### src/rtl/idm_pkg.sv
package idm_pkg;

  typedef enum logic [2:0] {
    OP_RD_BYTE = 3'd0,
    OP_WR_BYTE = 3'd1,
    OP_RD_BIT  = 3'd2,
    OP_SET_BIT = 3'd3,
    OP_CLR_BIT = 3'd4,
    OP_WR_BIT  = 3'd5
  } op_kind_e;

  typedef enum logic [1:0] {
    AM_DIRECT   = 2'd0,
    AM_INDIRECT = 2'd1,
    AM_REGISTER = 2'd2
  } addr_mode_e;

  function automatic logic kind_is_bit(input logic [2:0] k);
    return (k >= 3'd2) && (k <= 3'd5);
  endfunction

  function automatic logic kind_is_read(input logic [2:0] k);
    return (k == 3'd0) || (k == 3'd2);
  endfunction

  function automatic logic kind_is_write(input logic [2:0] k);
    return (k == 3'd1) || ((k >= 3'd3) && (k <= 3'd5));
  endfunction

endpackage

### src/rtl/idm_map.sv
module idm_map
  import idm_pkg::*;
#(
  parameter int AW       = 8,
  parameter int RAW      = 7,
  parameter int BSW      = 2,
  parameter int RNW      = 3,
  parameter int PW       = 3,
  parameter int BIT_BASE = 32
) (
  input  logic [2:0]     kind,
  input  logic [1:0]     mode,
  input  logic [AW-1:0]  addr,
  input  logic [BSW-1:0] bank_sel,
  output logic           to_sfr,
  output logic [RAW-1:0] ram_addr,
  output logic [AW-1:0]  sfr_addr,
  output logic [PW-1:0]  bit_pos
);

  always_comb begin
    to_sfr   = 1'b0;
    ram_addr = addr[RAW-1:0];
    sfr_addr = addr;
    bit_pos  = '0;
    if (kind_is_bit(kind)) begin
      bit_pos = addr[PW-1:0];
      if (addr[AW-1]) begin
        to_sfr   = 1'b1;
        sfr_addr = {addr[AW-1:PW], {PW{1'b0}}};
      end else begin
        ram_addr = RAW'(BIT_BASE) + RAW'(addr[AW-2:PW]);
      end
    end else begin
      case (mode)
        AM_REGISTER: ram_addr = RAW'({bank_sel, addr[RNW-1:0]});
        AM_INDIRECT: ram_addr = addr[RAW-1:0];
        default:     to_sfr   = addr[AW-1];
      endcase
    end
  end

endmodule

### src/rtl/idm_ram.sv
module idm_ram #(
  parameter int DEPTH = 128,
  parameter int DW    = 8,
  localparam int AW   = $clog2(DEPTH)
) (
  input  logic          clk,
  input  logic          we,
  input  logic [AW-1:0] waddr,
  input  logic [DW-1:0] wdata,
  input  logic [AW-1:0] raddr,
  output logic [DW-1:0] rdata
);

  logic [DW-1:0] mem [DEPTH];

  for (genvar g = 0; g < DEPTH; g++) begin : g_row
    logic row_en;
    assign row_en = we && (waddr == AW'(g));
    always_ff @(posedge clk) begin
      if (row_en) mem[g] <= wdata;
    end
  end

  assign rdata = mem[raddr];

endmodule

### src/rtl/idm_bitmerge.sv
module idm_bitmerge
  import idm_pkg::*;
#(
  parameter int DW = 8,
  parameter int PW = 3
) (
  input  logic [DW-1:0] cur,
  input  logic [PW-1:0] pos,
  input  logic [2:0]    kind,
  input  logic          bitval,
  output logic [DW-1:0] merged,
  output logic          sel_bit
);

  logic new_bit;

  always_comb begin
    case (kind)
      OP_SET_BIT: new_bit = 1'b1;
      OP_CLR_BIT: new_bit = 1'b0;
      default:    new_bit = bitval;
    endcase
    merged      = cur;
    merged[pos] = new_bit;
    sel_bit     = cur[pos];
  end

endmodule

### src/rtl/idm_unit.sv
module idm_unit
  import idm_pkg::*;
#(
  parameter int          DW        = 8,
  parameter int          AW        = 8,
  parameter int          RAM_BYTES = 128,
  parameter int          BANK_REGS = 8,
  parameter int          NUM_BANKS = 4,
  parameter int          BIT_BASE  = 32,
  parameter logic [7:0]  SP_RESET  = 8'h07,
  localparam int         RAW       = $clog2(RAM_BYTES),
  localparam int         BSW       = $clog2(NUM_BANKS),
  localparam int         RNW       = $clog2(BANK_REGS),
  localparam int         PW        = $clog2(DW)
) (
  input  logic          clk,
  input  logic          rst_n,
  input  logic          req_valid,
  input  logic [2:0]    req_kind,
  input  logic [1:0]    req_mode,
  input  logic [AW-1:0] req_addr,
  input  logic [DW-1:0] req_wdata,
  input  logic          req_bitval,
  input  logic [1:0]    bank_sel,
  output logic          rsp_valid,
  output logic [DW-1:0] rsp_data,
  output logic          rsp_bit,
  output logic          sfr_req,
  output logic          sfr_we,
  output logic [AW-1:0] sfr_addr,
  output logic [DW-1:0] sfr_wdata,
  input  logic [DW-1:0] sfr_rdata,
  output logic [7:0]    sp_reset_val
);

  // reset synchronizer: asserts at once, releases on the clock
  logic [1:0] rst_sync_q;
  logic       rst_i_n;

  always_ff @(posedge clk or negedge rst_n) begin
    if (!rst_n) rst_sync_q <= 2'b00;
    else        rst_sync_q <= {rst_sync_q[0], 1'b1};
  end
  assign rst_i_n = rst_sync_q[1];

  // address resolution
  logic           to_sfr;
  logic [RAW-1:0] ram_addr;
  logic [AW-1:0]  map_sfr_addr;
  logic [PW-1:0]  bit_pos;

  idm_map #(
    .AW(AW), .RAW(RAW), .BSW(BSW), .RNW(RNW), .PW(PW), .BIT_BASE(BIT_BASE)
  ) u_map (
    .kind(req_kind), .mode(req_mode), .addr(req_addr), .bank_sel(bank_sel[BSW-1:0]),
    .to_sfr(to_sfr), .ram_addr(ram_addr), .sfr_addr(map_sfr_addr), .bit_pos(bit_pos)
  );

  // storage
  logic          req_act, is_rd, is_wr, is_bit;
  logic          ram_we;
  logic [DW-1:0] ram_rdata, cur_byte, merged, wr_byte;
  logic          sel_bit;

  assign req_act = req_valid && rst_i_n;
  assign is_rd   = kind_is_read(req_kind);
  assign is_wr   = kind_is_write(req_kind);
  assign is_bit  = kind_is_bit(req_kind);

  idm_ram #(.DEPTH(RAM_BYTES), .DW(DW)) u_ram (
    .clk(clk), .we(ram_we), .waddr(ram_addr), .wdata(wr_byte),
    .raddr(ram_addr), .rdata(ram_rdata)
  );

  assign cur_byte = to_sfr ? sfr_rdata : ram_rdata;

  idm_bitmerge #(.DW(DW), .PW(PW)) u_merge (
    .cur(cur_byte), .pos(bit_pos), .kind(req_kind), .bitval(req_bitval),
    .merged(merged), .sel_bit(sel_bit)
  );

  assign wr_byte   = is_bit ? merged : req_wdata;
  assign ram_we    = req_act && is_wr && !to_sfr;
  assign sfr_req   = req_act && to_sfr;
  assign sfr_we    = sfr_req && is_wr;
  assign sfr_addr  = map_sfr_addr;
  assign sfr_wdata = wr_byte;

  // response: next state
  logic          rsp_valid_d, rsp_en, rsp_bit_d;
  logic [DW-1:0] rsp_data_d;

  always_comb begin
    rsp_valid_d = req_act && is_rd;
    rsp_en      = req_act && is_rd;
    rsp_data_d  = cur_byte;
    rsp_bit_d   = sel_bit;
  end

  // response: registers
  always_ff @(posedge clk or negedge rst_n) begin
    if (!rst_n) begin
      rsp_valid <= 1'b0;
      rsp_data  <= '0;
      rsp_bit   <= 1'b0;
    end else begin
      rsp_valid <= rsp_valid_d;
      if (rsp_en) begin
        rsp_data <= rsp_data_d;
        rsp_bit  <= rsp_bit_d;
      end
    end
  end

  assign sp_reset_val = SP_RESET;

endmodule

### config.mk
export PLATFORM = sky130hd
export DESIGN_NAME = idm_unit
export DESIGN_NICKNAME = d
export VERILOG_FILES = /design/src/rtl/idm_pkg.sv /design/src/rtl/idm_map.sv /design/src/rtl/idm_ram.sv /design/src/rtl/idm_bitmerge.sv /design/src/rtl/idm_unit.sv
export SDC_FILE = /design/constraint.sdc
export NUM_CORES = 1
export LEC_CHECK = 0
export CAP_MARGIN = 40
export CORE_MARGIN = 2
export CORE_UTILIZATION = 27
export CTS_CLUSTER_DIAMETER = 150
export DETAILED_ROUTE_END_ITERATION = 10
export DONT_BUFFER_PORTS = 1
export PLACE_DENSITY_LB_ADDON = 0.3
export SYNTH_ARGS = -nofsm -noshare
export SYNTH_HDL_FRONTEND = slang
export SYNTH_SLANG_ARGS = --single-unit
export TNS_END_PERCENT = 100
### constraint.sdc
create_clock -name clk -period 40.1 [get_ports clk]
set_input_delay 8.02 -clock clk [delete_from_list [all_inputs] [get_ports clk]]
set_output_delay 8.02 -clock clk [all_outputs]
set_load 0.03 [all_outputs]
# Word level (Yosys, flattened, before mapping)
# Memory sizes are Yosys's and may differ from the RTL's.
# Index checks and enable logic that the tools add are counted.
# Widths: inputs -> output; s select.
totals:
  mem_count: 1
  ram_bits: 1024
  output_inout_bits: 36
  input_bits: 35
  word_cells: 1068
  register_bits: 12
op_classes:
  n_mux: 654
  eq_ne: 133
  order_cmp: 5
  n_reduce_logical: 270
  addsub: 1
memory_table:
  columns: ["name", "words", "width", "read_ports", "rd_clocked_by_memory_dff", "write_ports", "line_no", "rtl"]
  rows:
  - ["u_ram.mem", 128, 8, 1, 0, 1, "idm_ram.sv:14", "logic [DW-1:0] mem [DEPTH];"]
op_table:
  columns: ["operator", "count"]
  rows:
  - ["$mux 8", 131]
  - ["$reduce_or 8->1", 127]
  - ["$mux 7", 130]
  - ["$eq 7x7->1 const B", 64]
  - ["$mux 1", 388]
  - ["$eq 7x6->1 const B", 32]
  - ["$logic_and 1x1->1", 137]
  - ["$eq 7x5->1 const B", 16]
  - ["$eq 7x4->1 const B", 8]
  - ["$eq 7x3->1 const B", 4]
  - ["$eq 7x2->1 const B", 2]
  - ["$bwmux 8", 1]
  - ["$add 6x4->7 const A", 1]
  - ["$eq 7x1->1 const B", 1]
  - ["$logic_not 7->1", 1]
  - ["$eq 3x2->1 const B", 2]
  - ["$ge 3x2->1 const B", 2]
  - ["$lt 3x4->1 const B", 1]
  - ["$bmux 1 s3", 1]
  - ["$demux 1 s3", 1]
  - ["$eq 3x1->1 const B", 1]
  - ["$eq 3x3->1 const B", 1]
  - ["$ge 3x1->1 const B", 1]
  - ["$le 3x3->1 const B", 1]
  - ["8 further kinds", 9]

# Logic depth before layout (Yosys ltp)
# Gate-level depths: netlist of run 1.
logic_depth:
  depth_word: 137
  ltp_mapped: 17
  depth_no_buf: 13

# Hierarchy
# A second synthesis of run 1 with hierarchy kept.
unflattened:
  cells_unflattened: 1769
  hier_area_um2: 40840.4
modules_own_cells:
  columns: ["module", "area_per_inst_um2", "seq_area_each_um2", "n_inst", "cells_each"]
  rows:
  - ["idm_ram", 39552.9, 30749.5, 1, 1641]
  - ["idm_unit", 758.2, 300.3, 1, 57]
  - ["idm_bitmerge", 275.3, 0.0, 1, 40]
  - ["idm_map", 254.0, 0.0, 1, 31]

# Least setup slack after synthesis of run 1
# Ideal clock, no wire load.
synth_timing:
  path_kind: "in2out"
  startpoint: "input port req_mode[0]"
  endpoint: "output port sfr_wdata[0]"
  path_stages: 15
  slack_ps: 15824
  path_buffers: 3
  t_required_ps: 32080
  arrival_ps: 16256
  cell_sequence: "inv_1 -> ha_1 -> mux2i_1 -> mux2i_1 -> buf_2 -> buf_2 -> buf_1 -> mux2i_1 -> a22oi_1 -> a32oi_1 -> o311ai_0 -> o31ai_1 -> nor3_1 -> a21oi_1 -> o21ai_0"
synth_between:
  elab_chain_cells: 7
  elab_cells_between_ends: 11
synth_rtl:
  columns: ["item", "line_no", "rtl"]
  rows:
  - ["from (decl)", "idm_unit.sv:20", "input logic [1:0] req_mode,"]
  - ["$eq 2x2->1 or $eq 2x1->1 (tied branches)", "idm_map.sv:35", "case (mode)"]
  - ["$mux 7 or $reduce_or 2->1 (tied branches)", null, null]
  - ["$mux 7 or $mux 1 (tied branches)", "idm_map.sv:26, idm_map.sv:35", null]
  - ["$mem_v2 128x8 or $mux 1 (tied branches)", null, null]
  - ["$mux 8 *", "idm_unit.sv:75", "assign cur_byte = to_sfr ? sfr_rdata : ram_rdata;"]
  - ["$bwmux 8 *", "idm_bitmerge.sv:24", "merged[pos] = new_bit;"]
  - ["$mux 8 *", "idm_unit.sv:82", "assign wr_byte = is_bit ? merged : req_wdata;"]
  - ["to (decl)", "idm_unit.sv:31", "output logic [DW-1:0] sfr_wdata,"]
# Mark *: on every way between the ends. The rest lies on a longest branch, timed or not.

# Worst setup path in the final report of run 1
layout_timing:
  startpoint: "input port req_kind[1]"
  endpoint: "output port sfr_wdata[3]"
layout_between:
  elab_chain_cells: 9
  elab_cells_between_ends: 18
layout_rtl:
  columns: ["item", "line_no", "rtl"]
  rows:
  - ["from (decl)", "idm_unit.sv:19", "input logic [2:0] req_kind,"]
  - ["branches (longest 8 deep; another with $mem_v2 128x8)", null, null]
  - ["$mux 8 *", "idm_unit.sv:82", null]
# Every way passes the cells marked *.

==> flow_metrics.py, run 1 <==
metrics = {
    "status": {
        "status": "completed",
    },
    "clock_tree": {
        "cts_resized": 0,
        "cts_tree": "yes",
        "holdBufCountCts": 0,
        "cts_setup_buffers": 0,
        "clk_pin_slew_ps": 60,
        "cts_made_buffers": 109,
        "clkSinkCount": 1036,
        "cts_buffer_depth": 3,
        "cts_root_buf": "clkbuf_16",
        "htree_levels": 3,
        "clk_latency_ps": 710,
    },
    "power": {
        "leakage_nw": 16.29,
        "seq_power_share": 0.486,
        "peakVddDrop_mv": 0.03331,
        "switching_power_w": 0.0006841,
        "pwr-share-comb": 0.126,
        "internal_power_w": 0.001895,
        "switching_share": 0.2653,
        "power_w": 0.002579,
        "p_clk_frac": 0.389,
        "power_density_mw_per_mm2": 51.47,
    },
    "floorplanning": {
        "die_area_mm2": 0.1623,
        "pin_count": 71,
        "num_rows": 146,
        "fp.dieW_um": 402.9,
        "die_h_um": 402.9,
        "core_area_mm2": 0.1582,
        "floorplan.initialDensity": 0.2716,
    },
    "synth": {
        "yosys_warnings": 0,
        "synth_seq_area_share": 0.7226,
        "async_reset_ff_frac": 0.01158,
        "synth_seq_cells": 1036,
        "syn-instance-count": 2941,
        "synth_cell_types": 71,
        "synth_edf_count": 1024,
        "synthFlopType": "edfxtp_1",
        "avgSynthCellArea_um2": 14.61,
        "netlist_area_mm2": 0.04297,
    },
    "setup_path": {
        "required_ps": 32080,
        "cp-start-kind": "input port",
        "critPathBufInv": 4,
        "rrSetupSlack_ps": 35430,
        "critPathArrivalTime_ps": 13790,
        "critPathTopFamily": "buffers and inverters",
        "crit_chain": "xor2_4 > buf_4 > a21oi_2 > nor2_8 > buf_4 > buf_4 > buf_4 > mux2i_1 > a32oi_1 > a21boi_0 > or4_1 > a31oi_1 > nand2_1 > mux2_2 > o21ai_4",
        "cpPeakStageDelay_ps": 660,
        "crit_type": "in2out",
        "end_kind": "primary output",
        "slowest_stage": "buf_4",
        "crit_fanout": 47,
        "crit_top_cell": "buf_4",
    },
    "global_route": {
        "grt_pass1_wl_um": 214400,
        "grt_max_degree": 122,
        "grt-ovfl-total": 0,
        "grt_pass1_vias": 26590,
        "antenna_found_initial": 7,
        "grt_use_total": 0.1860,
    },
    "route": {
        "drtPass1Iterations": 7,
        "wl_um": 154900,
        "wl_per_cell_um": 29.63,
        "vias": 28290,
        "drc": 0,
        "drt_iter0_markers": 4166,
        "antenna_left": 0,
        "vias_per_cell": 5.410,
    },
    "layout": {
        "final_cell_mix": "edfxtp_1 (1024), nand2_1 (560), nor2_1 (177)",
        "fin_util": 0.3167,
        "drive_gt1_frac": 0.1631,
        "num-nets-final": 3096,
        "mostFrequentLayoutCell": "edfxtp_1",
        "syn2layout_area_growth_pct": 16.60,
        "fillers": 15530,
        "stdcell_count": 5228,
    },
    "placement": {
        "gp_congestion": 0.8870,
        "hpwl_um": 98320,
        "placed_cells": 5021,
        "io_buffer_count": 0,
    },
    "sta": {
        "setup_viol": 0,
        "maxSlewViolCount": 0,
        "min_period_over_period": 0.5440,
        "setup_tns_ps": 0,
        "fmax_ghz": 0.04584,
        "rsz0062_at_grt": "no",
        "period_minus_slack_ps": 21810,
        "slew_headroom": 0.3237,
        "hold_viol": 0,
        "finalClockSkew_ps": 39.86,
        "worstMarginPinSlew_ps": 1005,
    },
    "worst_hold_path": {
        "hold_path_class": "reg2reg",
    },
    "job": {
        "maxCapViolCount": 0,
    },
}
## cells in the mapped netlist (all sizes together) (33+ instances only)
| cell | n | share of area |
|---|---|---|
| a211oi | 71 | 0.012 |
| a21oi | 82 | 0.0096 |
| a311oi | 36 | 0.0073 |
| clkbuf | 71 | 0.0062 |
| mux4 | 102 | 0.053 |
| o21ai | 52 | 0.0061 |
| and3 | 84 | 0.012 |
| buf | 127 | 0.015 |
| a31oi | 58 | 0.0084 |
| edfxtp | 1024 | 0.72 |
| nand2 | 567 | 0.050 |
| nor2 | 183 | 0.016 |
| mux2i | 72 | 0.017 |
| nand3 | 123 | 0.014 |
| a32oi | 33 | 0.0067 |
## layout make-up
cell class / count / area [um^2] / share of cell area
multi-input cells: 1706 / 11260 / 0.2247
flip-flops and latches: 1036 / 31050 / 0.6197
clock buffers: 144 / 2932 / 0.05851
repair buffers: 199 / 1668 / 0.03329
diodes: 5 / 12.51 / 0.0002497
well taps: 2072 / 2592 / 0.05175
inverters: 8 / 30.03 / 0.0005994
clock inverters: 58 / 558.0 / 0.01114
## kinds of logic (layout without fill, tap and decap cells)
group | count (synthesis) | count (layout) | share of synthesized area
mux | 191 | 191 | 0.07469
buf+inv | 206 | 409 | 0.02158
xor+xnor | 2 | 2 | 0.0005825
fa+ha+maj | 1 | 1 | 0.0002912
flops | 1036 | 1036 | 0.7226
other cells | 2 | 14 | 0.0001748
simple gates | 1038 | 1038 | 0.1041
compound gates | 465 | 465 | 0.07592
## flip-flops by register name, indices dropped and copies added (netlist names)
| signal | cells |
|---|---|
| rsp_data | 8 |
| rsp_bit | 1 |
| rst_sync_q | 2 |
| rsp_valid | 1 |
| u_ram.mem | 1024 |
## layer usage
metal,share of wire,GRT usage,vias up
met2,0.44,0.2830,1603
met3,0.10,0.04497,313
li1,-,-,11660
met4,0.039,0.07156,4
met1,0.42,0.2559,14700
met5,0.00018,0,-
## per-stage QoR
| step | area (um^2) | setup slack (ps) | hold slack (ps) |
|---|---|---|---|
| finish | 50100 | 18290 | 354.5 |
| global route | 50090 | 17930 | 378.3 |
| CTS | 50090 | 18280 | 356.0 |
| detailed placement | 46600 | 18310 | 341.6 |
| global placement | 45560 | 17830 | 333.5 |
| floorplan | 42990 | 15820 | 331.2 |
## power groups by stage
stage,registers (W),clock network [W],logic (W)
after floorplan,0.00129,0,0.000169
after global placement,0.00128,0,0.000313
after detailed placement,0.00128,0,0.000319
after CTS,0.00125,0.00102,0.000320
after global routing,0.00125,0.00105,0.000337
final,0.00125,0.00100,0.000324
## worst paths after layout
path                                   from                to  depth (start not counted)
hold / removal                rst_sync_q[0]     rst_sync_q[1]                          0
max in group asynchronous             rst_n     rst_sync_q[0]                          0
hold reg to reg               rst_sync_q[0]     rst_sync_q[1]                          0
setup reg to reg           u_ram.mem[37][2]  u_ram.mem[66][2]                         11
min in group asynchronous             rst_n       rsp_data[3]                          0
setup / recovery                req_kind[1]      sfr_wdata[3]                         15
Note: power is estimated with default switching activity, not from simulation.
==> run 2, diff against run 1 <==
- ABC_AREA: not set -> 1
- clock period: 40.1 -> 19.96 ns (I/O delays scaled with it)
==> flow_metrics.py, run 2 <==
metrics = {
    "clock_tree": {
        "cts_setup_buffers": 0,
        "cts_tree": "yes",
        "htree_levels": 3,
        "cts_resized": 0,
        "cts_made_buffers": 109,
        "clkSinkCount": 1036,
        "cts_buffer_depth": 3,
        "holdBufCountCts": 0,
        "clk_latency_ps": 720,
        "clk_pin_slew_ps": 60,
        "cts_root_buf": "clkbuf_16",
    },
    "sta": {
        "fmax_ghz": 0.07142,
        "hold_viol": 0,
        "slew_headroom": 0.3545,
        "worstMarginPinSlew_ps": 964.7,
        "setup_viol": 0,
        "maxSlewViolCount": 0,
        "min_period_over_period": 0.7014,
        "setup_tns_ps": 0,
        "period_minus_slack_ps": 14000,
        "finalClockSkew_ps": 31.64,
        "rsz0062_at_grt": "no",
    },
    "synth": {
        "synth_seq_area_share": 0.7045,
        "synth_compound_area_frac": 0.009737,
        "synth_top_cell_area_share": 0.6977,
        "synth_xor_xnor_area_share": 0,
        "yosys_warnings": 0,
        "avgSynthCellArea_um2": 10.21,
        "yosys.area_share.adder": 0.0002839,
        "synth.area.top_cells": "edfxtp_1 (70%), nand2_1 (21%), nor2_1 (2.5%)",
        "synth_mux_area_frac": 0,
        "yosysMostFrequentCell": "nand2_1",
        "netlist_area_mm2": 0.04407,
        "synth-simple-area-share": 0.2556,
        "synthTopCellsByCount": "nand2_1 (2484), edfxtp_1 (1024), nor2_1 (288)",
        "synth_seq_cells": 1036,
        "synthFlopType": "edfxtp_1",
        "async_reset_ff_frac": 0.01158,
        "synth_top_family_by_area": "simple AND/OR/NAND/NOR gates",
        "synth_cell_types": 30,
        "syn-instance-count": 4318,
        "synth_edf_count": 1024,
        "synth_top_cell_by_area": "edfxtp_1",
    },
    "power": {
        "pwr-share-comb": 0.118,
        "leakage_nw": 19.73,
        "power_w": 0.005090,
        "seq_power_share": 0.489,
        "p_clk_frac": 0.393,
        "peakVddDrop_mv": 0.07841,
        "switching_power_w": 0.001357,
        "internal_power_w": 0.003733,
        "power_density_mw_per_mm2": 101.0,
        "switching_share": 0.2666,
    },
    "layout": {
        "fin_area_mm2": 0.05042,
        "drive_gt1_frac": 0.06698,
        "antennaDiodeCount": 0,
        "largest_reg_flops": 1024,
        "reg.largest.list": "u_ram.mem x1024, rsp_data x8, rst_sync_q x2",
        "syn2layout_area_growth_pct": 14.40,
        "final_cell_mix": "nand2_1 (2483), edfxtp_1 (1024), nor2_1 (287)",
        "num-nets-final": 4354,
        "top_register": "u_ram.mem",
        "mostFrequentLayoutCell": "nand2_1",
    },
    "global_route": {
        "grt_pass1_vias": 29270,
        "antenna_found_initial": 4,
        "grt_use_total": 0.1541,
        "grt-ovfl-total": 0,
        "grt_max_degree": 145,
        "grt_pass1_wl_um": 194800,
    },
    "placement": {
        "hpwl_um": 75480,
        "gp_congestion": 0.8203,
        "place_area_mm2": 0.04691,
        "io_buffer_count": 0,
    },
    "setup_path": {
        "crit_fanout": 123,
        "cpPeakStageDelay_ps": 680,
        "crit_top_cell": "nand2_1",
        "required_ps": 15970,
        "crit_chain": "inv_1 > nand2_1 > nand2_2 > nand2_4 > nand2_8 > buf_12 > buf_4 > buf_4 > nand2_1 > o21ai_0 > nand2_1 > nand2_1 > nand2_1 > nand2_1 > nor2_1 > nor2_1 > nor2_1 > nand3_1 > nand3_1 > nand3_1 > o21ai_0 > o21ai_4 > buf_4",
        "crit_type": "in2out",
        "critPathArrivalTime_ps": 10010,
        "slowest_stage": "buf_4",
        "cp-start-kind": "input port",
        "end_kind": "primary output",
    },
    "route": {
        "wl_per_cell_um": 19.91,
        "drtPass1Iterations": 6,
        "drt_iter0_markers": 3021,
        "vias_per_cell": 4.586,
        "vias": 30170,
        "antenna_left": 0,
        "wl_um": 131000,
        "drc": 0,
    },
    "floorplanning": {
        "core_area_mm2": 0.1624,
        "die_area_mm2": 0.1665,
        "num_rows": 148,
        "fp.dieW_um": 408.0,
        "floorplan.initialDensity": 0.2714,
        "pin_count": 71,
        "die_h_um": 408.0,
    },
    "worst_hold_path": {
        "hold_path_class": "reg2reg",
    },
    "status": {
        "status": "completed",
    },
    "job": {
        "maxCapViolCount": 0,
    },
}
-- run 2: final cells by class --
cell class | instances | area (um^2)
Inverter | 39 | 153.9
Multi-Input combinational cell | 3025 | 11900
Clock inverter | 72 | 666.9
Timing Repair Buffer | 107 | 1120
Fill cell | 16670 | 112000
Tap cell | 2175 | 2721
Clock buffer | 125 | 2809
Sequential cell | 1036 | 31050
-- run 2: path summary, 6_finish.rpt --
| kind | from | end | depth (start not counted) | slack (ps) |
|---|---|---|---|---|
| setup / recovery | req_kind[1] | sfr_wdata[0] | 23 | 5960 |
| hold / removal | rst_sync_q[0] | rst_sync_q[1] | 0 | 360 |
| setup reg to reg | u_ram.mem[113][0] | u_ram.mem[43][0] | 16 | 15960 |
| hold reg to reg | rst_sync_q[0] | rst_sync_q[1] | 0 | 360 |
| max in group asynchronous | rst_n | rsp_data[2] | 0 | 16920 |
| min in group asynchronous | rst_n | rst_sync_q[0] | 0 | 2970 |
-- run 2: critical path: cells and delay by family --
kind,cells,cell delay [ps]
compound gates,3,420
buf+inv,5,2620
simple gates,15,2660
-- run 2: cells by family after synthesis --
| logic type | after synthesis |
|---|---|
| other | 2 |
| AOI/OAI and AO/OA | 78 |
| and+or+nand+nor | 2937 |
| adders and majority gates | 1 |
| DFF | 1036 |
| buffers and inverters | 264 |
-- run 2: power groups by stage --
stage / clock (W) / combinational [W] / sequential, W
global route: 0.00212 / 0.000664 / 0.00249
floorplan: 0 / 0.000352 / 0.00256
finish: 0.00200 / 0.000603 / 0.00249
CTS: 0.00203 / 0.000611 / 0.00249
detailed placement: 0 / 0.000609 / 0.00253
global placement: 0 / 0.000595 / 0.00253
-- run 2: metrics by stage --
step | cells | hold slack (ps) | util | setup slack [ps]
floorplan | 4325 | 331.2 | - | 4706
global placement | 6322 | 336.9 | 0.2849 | 5979
detailed placement | 6377 | 342.6 | 0.2889 | 6015
CTS | 6574 | 357.1 | 0.3103 | 6008
global route | 6579 | 367.3 | 0.3105 | 5515
finish | 6579 | 355.4 | 0.3105 | 5959
-- run 2: layer usage --
layer  part of all wire  routed length, um  vias up  GRT usage
met5            0.00011                 14        -          0
met1               0.44              57500    14900     0.2110
met3              0.060               7836      192    0.02246
li1                   -                  -    14120          -
met2               0.48              62390      967     0.2552
met4              0.025               3212        2    0.03985
